File: src/rtl/objva_gen.sv
module objva_gen #(
  parameter int W = 16
) (
  input  logic         clk,
  input  logic         rst_n,
  input  logic         req_valid,
  input  logic [1:0]   req_kind,
  input  logic [W-1:0] self_reg,
  input  logic [W-1:0] reg_a,
  input  logic [W-1:0] reg_r,
  input  logic [W-1:0] rtop_hi,
  input  logic [W-1:0] pc,
  output logic         va_valid,
  output logic [W-1:0] va_obj,
  output logic [W-1:0] va_field,
  output logic [31:0]  tbl_addr,
  output logic         indirect
);
  localparam int TW = W + 2;

  logic [W-1:0] fetch_mask, obj_n, field_n;
  logic         ind_n;
  logic [TW-1:0] tbl_n;

  always_comb begin
    if (!self_reg[W-1]) fetch_mask = '0;
    else begin
      case (self_reg[W-2:W-3])
        2'b00:   fetch_mask = {{3{1'b1}}, {(W-3){1'b0}}};
        2'b01:   fetch_mask = {{5{1'b1}}, {(W-5){1'b0}}};
        2'b10:   fetch_mask = {{8{1'b1}}, {(W-8){1'b0}}};
        default: fetch_mask = '1;
      endcase
    end
  end

  always_comb begin
    case (req_kind)
      2'd0:    begin obj_n = self_reg & fetch_mask; field_n = pc;    end
      2'd1:    begin obj_n = self_reg;              field_n = reg_a; end
      2'd2:    begin obj_n = self_reg;              field_n = reg_r; end
      default: begin obj_n = rtop_hi;               field_n = reg_r; end
    endcase
  end

  assign ind_n = |field_n[W-1:2];
  assign tbl_n = {obj_n, ind_n ? 2'b00 : field_n[1:0]};

  always_ff @(posedge clk or negedge rst_n) begin
    if (!rst_n) begin
      va_valid <= 1'b0;
      va_obj   <= '0;
      va_field <= '0;
      tbl_addr <= '0;
      indirect <= 1'b0;
    end else begin
      va_valid <= req_valid;
      if (req_valid) begin
        va_obj   <= obj_n;
        va_field <= field_n;
        tbl_addr <= {{(32-TW){1'b0}}, tbl_n};
        indirect <= ind_n;
      end
    end
  end
endmodule


File: config.mk
export PLATFORM = sky130hd
export DESIGN_NAME = objva_gen
export DESIGN_NICKNAME = d
export VERILOG_FILES = /design/src/rtl/objva_gen.sv
export SDC_FILE = /design/constraint.sdc
export NUM_CORES = 1
export LEC_CHECK = 0
export BUFFER_PORTS_ARGS = -buffer_cell sky130_fd_sc_hd__buf_2
export CORE_AREA = 2 2 101 103
export CTS_CLUSTER_DIAMETER = 40
export CTS_CLUSTER_SIZE = 20
export DETAILED_ROUTE_END_ITERATION = 10
export DIE_AREA = 0 0 103 105
export HOLD_SLACK_MARGIN = 0.08
export PLACE_DENSITY = 0.61
export SLEW_MARGIN = 10
export SYNTH_ARGS = -nofsm -noshare
export SYNTH_HDL_FRONTEND = slang
export SYNTH_SLANG_ARGS = --single-unit
export TNS_END_PERCENT = 20
File: constraint.sdc
create_clock -name clk -period 0.85 [get_ports clk]
set_clock_uncertainty 0.2 [all_clocks]
set_input_delay 0.0425 -clock clk [delete_from_list [all_inputs] [get_ports clk]]
set_output_delay 0.0425 -clock clk [all_outputs]
set_load 0.02 [all_outputs]
==> impl_metrics.tcl <==
set metrics [dict create \
    ios 151 \
    final_common_cell "buf_2" \
    grt_pass1_vias 2486 \
    hp-start "self_reg[3]" \
    cpPeakStageDelay_ps 540 \
    final_hold_viol_count 20 \
    die_area_um2 10820 \
    period_minus_slack_ps 1812 \
    ys_types 33 \
    ys_top_cells_by_area "dfrtp_1, buf_4, a21oi_1" \
    cts_max_path_buffers 2 \
    grt-ovfl-total 0 \
    ys_seq_elements 36 \
    syn_area_um2 2367 \
    syn_to_final_growth_pct 58.83 \
    seqCellArea_um2 900.9 \
    dr_wl_met2_um 4118 \
    crit_fanout 5 \
    htree_levels 2 \
    fillers 1018 \
    worstHoldEndpoint "va_obj[3]" \
    antenna_found_initial 1 \
    wl_met3_um 528 \
    finalSetupTns_ps -27070 \
    start_util_pct 24.56 \
    synth_top_area_share_pct 38.05 \
    grt_max_degree 37 \
    rr_worst_depth 1 \
    coreArea_um2 9639 \
    vdd_ir_drop_max_mv 0.6359 \
    clk-insertion-delay-late_ps 280 \
    avgSynthCellArea_um2 8.967 \
    wl_met1_um 2980 \
    layout-drive-gt1-share_pct 56.63 \
    cts_buffers 5 \
    highest_layer "met5" \
    critPathKind "input pin to register" \
    wl_per_cell_um 14.06 \
    num_vias 2483 \
    antenna_cells 0 \
    post-place-ws_ps -1438 \
    final_cell_mix "buf_2, dfrtp_1, buf_4" \
    post-route-drc-count 0 \
    critPathLaunchType "input pin" \
    slew_violations 0 \
    rows 36 \
    hpwl_um 5888 \
    status "finished, violations left" \
    grt_pass1_wl_um 12140 \
    crit_buf_inv 4 \
    min_path_cells 3 \
    yosysTopAreaCell "dfrtp_1" \
    cp_slowest_cell "or4b_4" \
    dr.pass1.iters 4 \
    cts_tree "yes" \
    antenna_left 0 \
    postCtsHoldBufs 1 \
    ys_warn_count 0 \
    setup_viol 87 \
    p_total_uw 5452 \
    required_ps 820 \
    multiInputGateArea_um2 1324 \
    r2r-start "indirect" \
    grt_usage_pct 14.37 \
    reg2reg_to "indirect" \
    violations "hold timing, setup timing" \
    whs_ps -170.3 \
    powerDensity_nw_per_um2 1450 \
    fin_ws_ps -961.5 \
    port_buffers 136 \
    nets 503 \
    maxCapViolCount 0 \
    drt_iter0_drc 68 \
    clock-root-buffer "clkbuf_8" \
    dieHeight_um 105 \
    wirelength_um 7704 \
    clkTransAtPathRegs_ps 80 \
    synthCells 264 \
    cp_common_cell "buf_6" \
    clock.fmax_mhz 552.0 \
    die_w_um 103 \
    vias_per_cell 4.531 \
    finalCritPeriodShare_pct 213.1 \
    crit_family "simple AND/OR/NAND/NOR gates" \
    crit_chain "buf_12 > inv_8 > ha_4 > buf_6 > buf_6 > nand3_2 > a32o_2 > o2111ai_2 > or4b_4 > mux2_4" \
    gp_congestion 0.7958 \
    rrSetupSlack_ps -150 \
    ys_seq_area_share_pct 38.05 \
    crit_arrival_ps 1790 \
    leakage_uw 0.001785 \
    end_kind "register" \
    hp-class "input pin to register" \
    clock_sinks 36 \
    rsz0062_at_grt "yes" \
]
[how the worst max path moves through the flow]
| stage | startpoint | end | slack [ps] | cells after the start |
|---|---|---|---|---|
| 2_1_floorplan | req_kind[1] | indirect | -1220 | 9 |
| 3_3_place_gp | req_kind[1] | indirect | -1420 | 8 |
| 3_5_place_dp | req_kind[1] | indirect | -1440 | 9 |
| 4_1_cts | req_kind[0] | indirect | -950 | 9 |
| 5_1_grt | req_kind[0] | indirect | -1010 | 8 |
| 6_report | req_kind[0] | indirect | -960 | 10 |
[per-stage QoR]
step,utilization (%),instances,cell area (um2)
floorplan,-,277,2451
global placement,34.09,534,3286
detailed placement,34.09,534,3286
CTS,38.01,548,3664
global route,39.01,548,3760
finish,39.01,548,3760
[Yosys cell counts (all sizes together)]
cell type	count
buf	39
dfrtp	36
a21oi	23
nor2	23
inv	17
a22oi	15
nor2b	15
nand2	13
nand3	12
nand2b	11
a32o	9
clkbuf	9
mux2i	9
mux2	6
a311oi	4
ha	4
a211oi	3
o2111ai	3
o21ai	3
a32oi	2
o211ai	2
o22ai	2
conb	1
nand3b	1
o21a	1
or4b	1
[metal layers]
| metal | track usage [%] | up-vias |
|---|---|---|
| met2 | 27.04 | 103 |
| met1 | 15.89 | 1195 |
| met3 | 4.080 | 9 |
| met5 | 0 | - |
| li1 | - | 1174 |
| met4 | 2.350 | 2 |
[area by class of cell]
| class | count | share of cell area [%] |
|---|---|---|
| clock buffer | 7 | 2.296 |
| clock inverter | 1 | 0.1997 |
| inverter | 17 | 2.296 |
| multi-input combinational | 176 | 35.21 |
| sequential | 36 | 23.96 |
| tap | 133 | 4.426 |
| timing repair buffer | 178 | 31.61 |
[flip-flops by register name, indices dropped and copies added (netlist names)]
signal	cells
indirect	1
va_obj	16
tbl_addr	2
va_valid	1
va_field	16
[where the power goes]
group	switching (uW)	internal [uW]
combinational	1140	942
sequential	138	1910
clock	658	660
[repair_timing]
action	4_1_cts	5_1_grt
setup endpoints to repair	87	87
pin swaps	29	12
buffers inserted	6	2
endpoints found under the hold margin	69	30
gates cloned	0	0
resized for setup	62	26
[cells by family after synthesis]
logic type      after synthesis  share of synthesized area (%)
mux                          15                          6.818
simple gates                 76                          16.02
flops                        36                          38.05
fa+ha+maj                     4                          2.114
compound gates               67                          20.08
buf+inv                      65                          16.75
other cells                   1                         0.1584
Note: power is estimated with default switching activity, not from simulation.
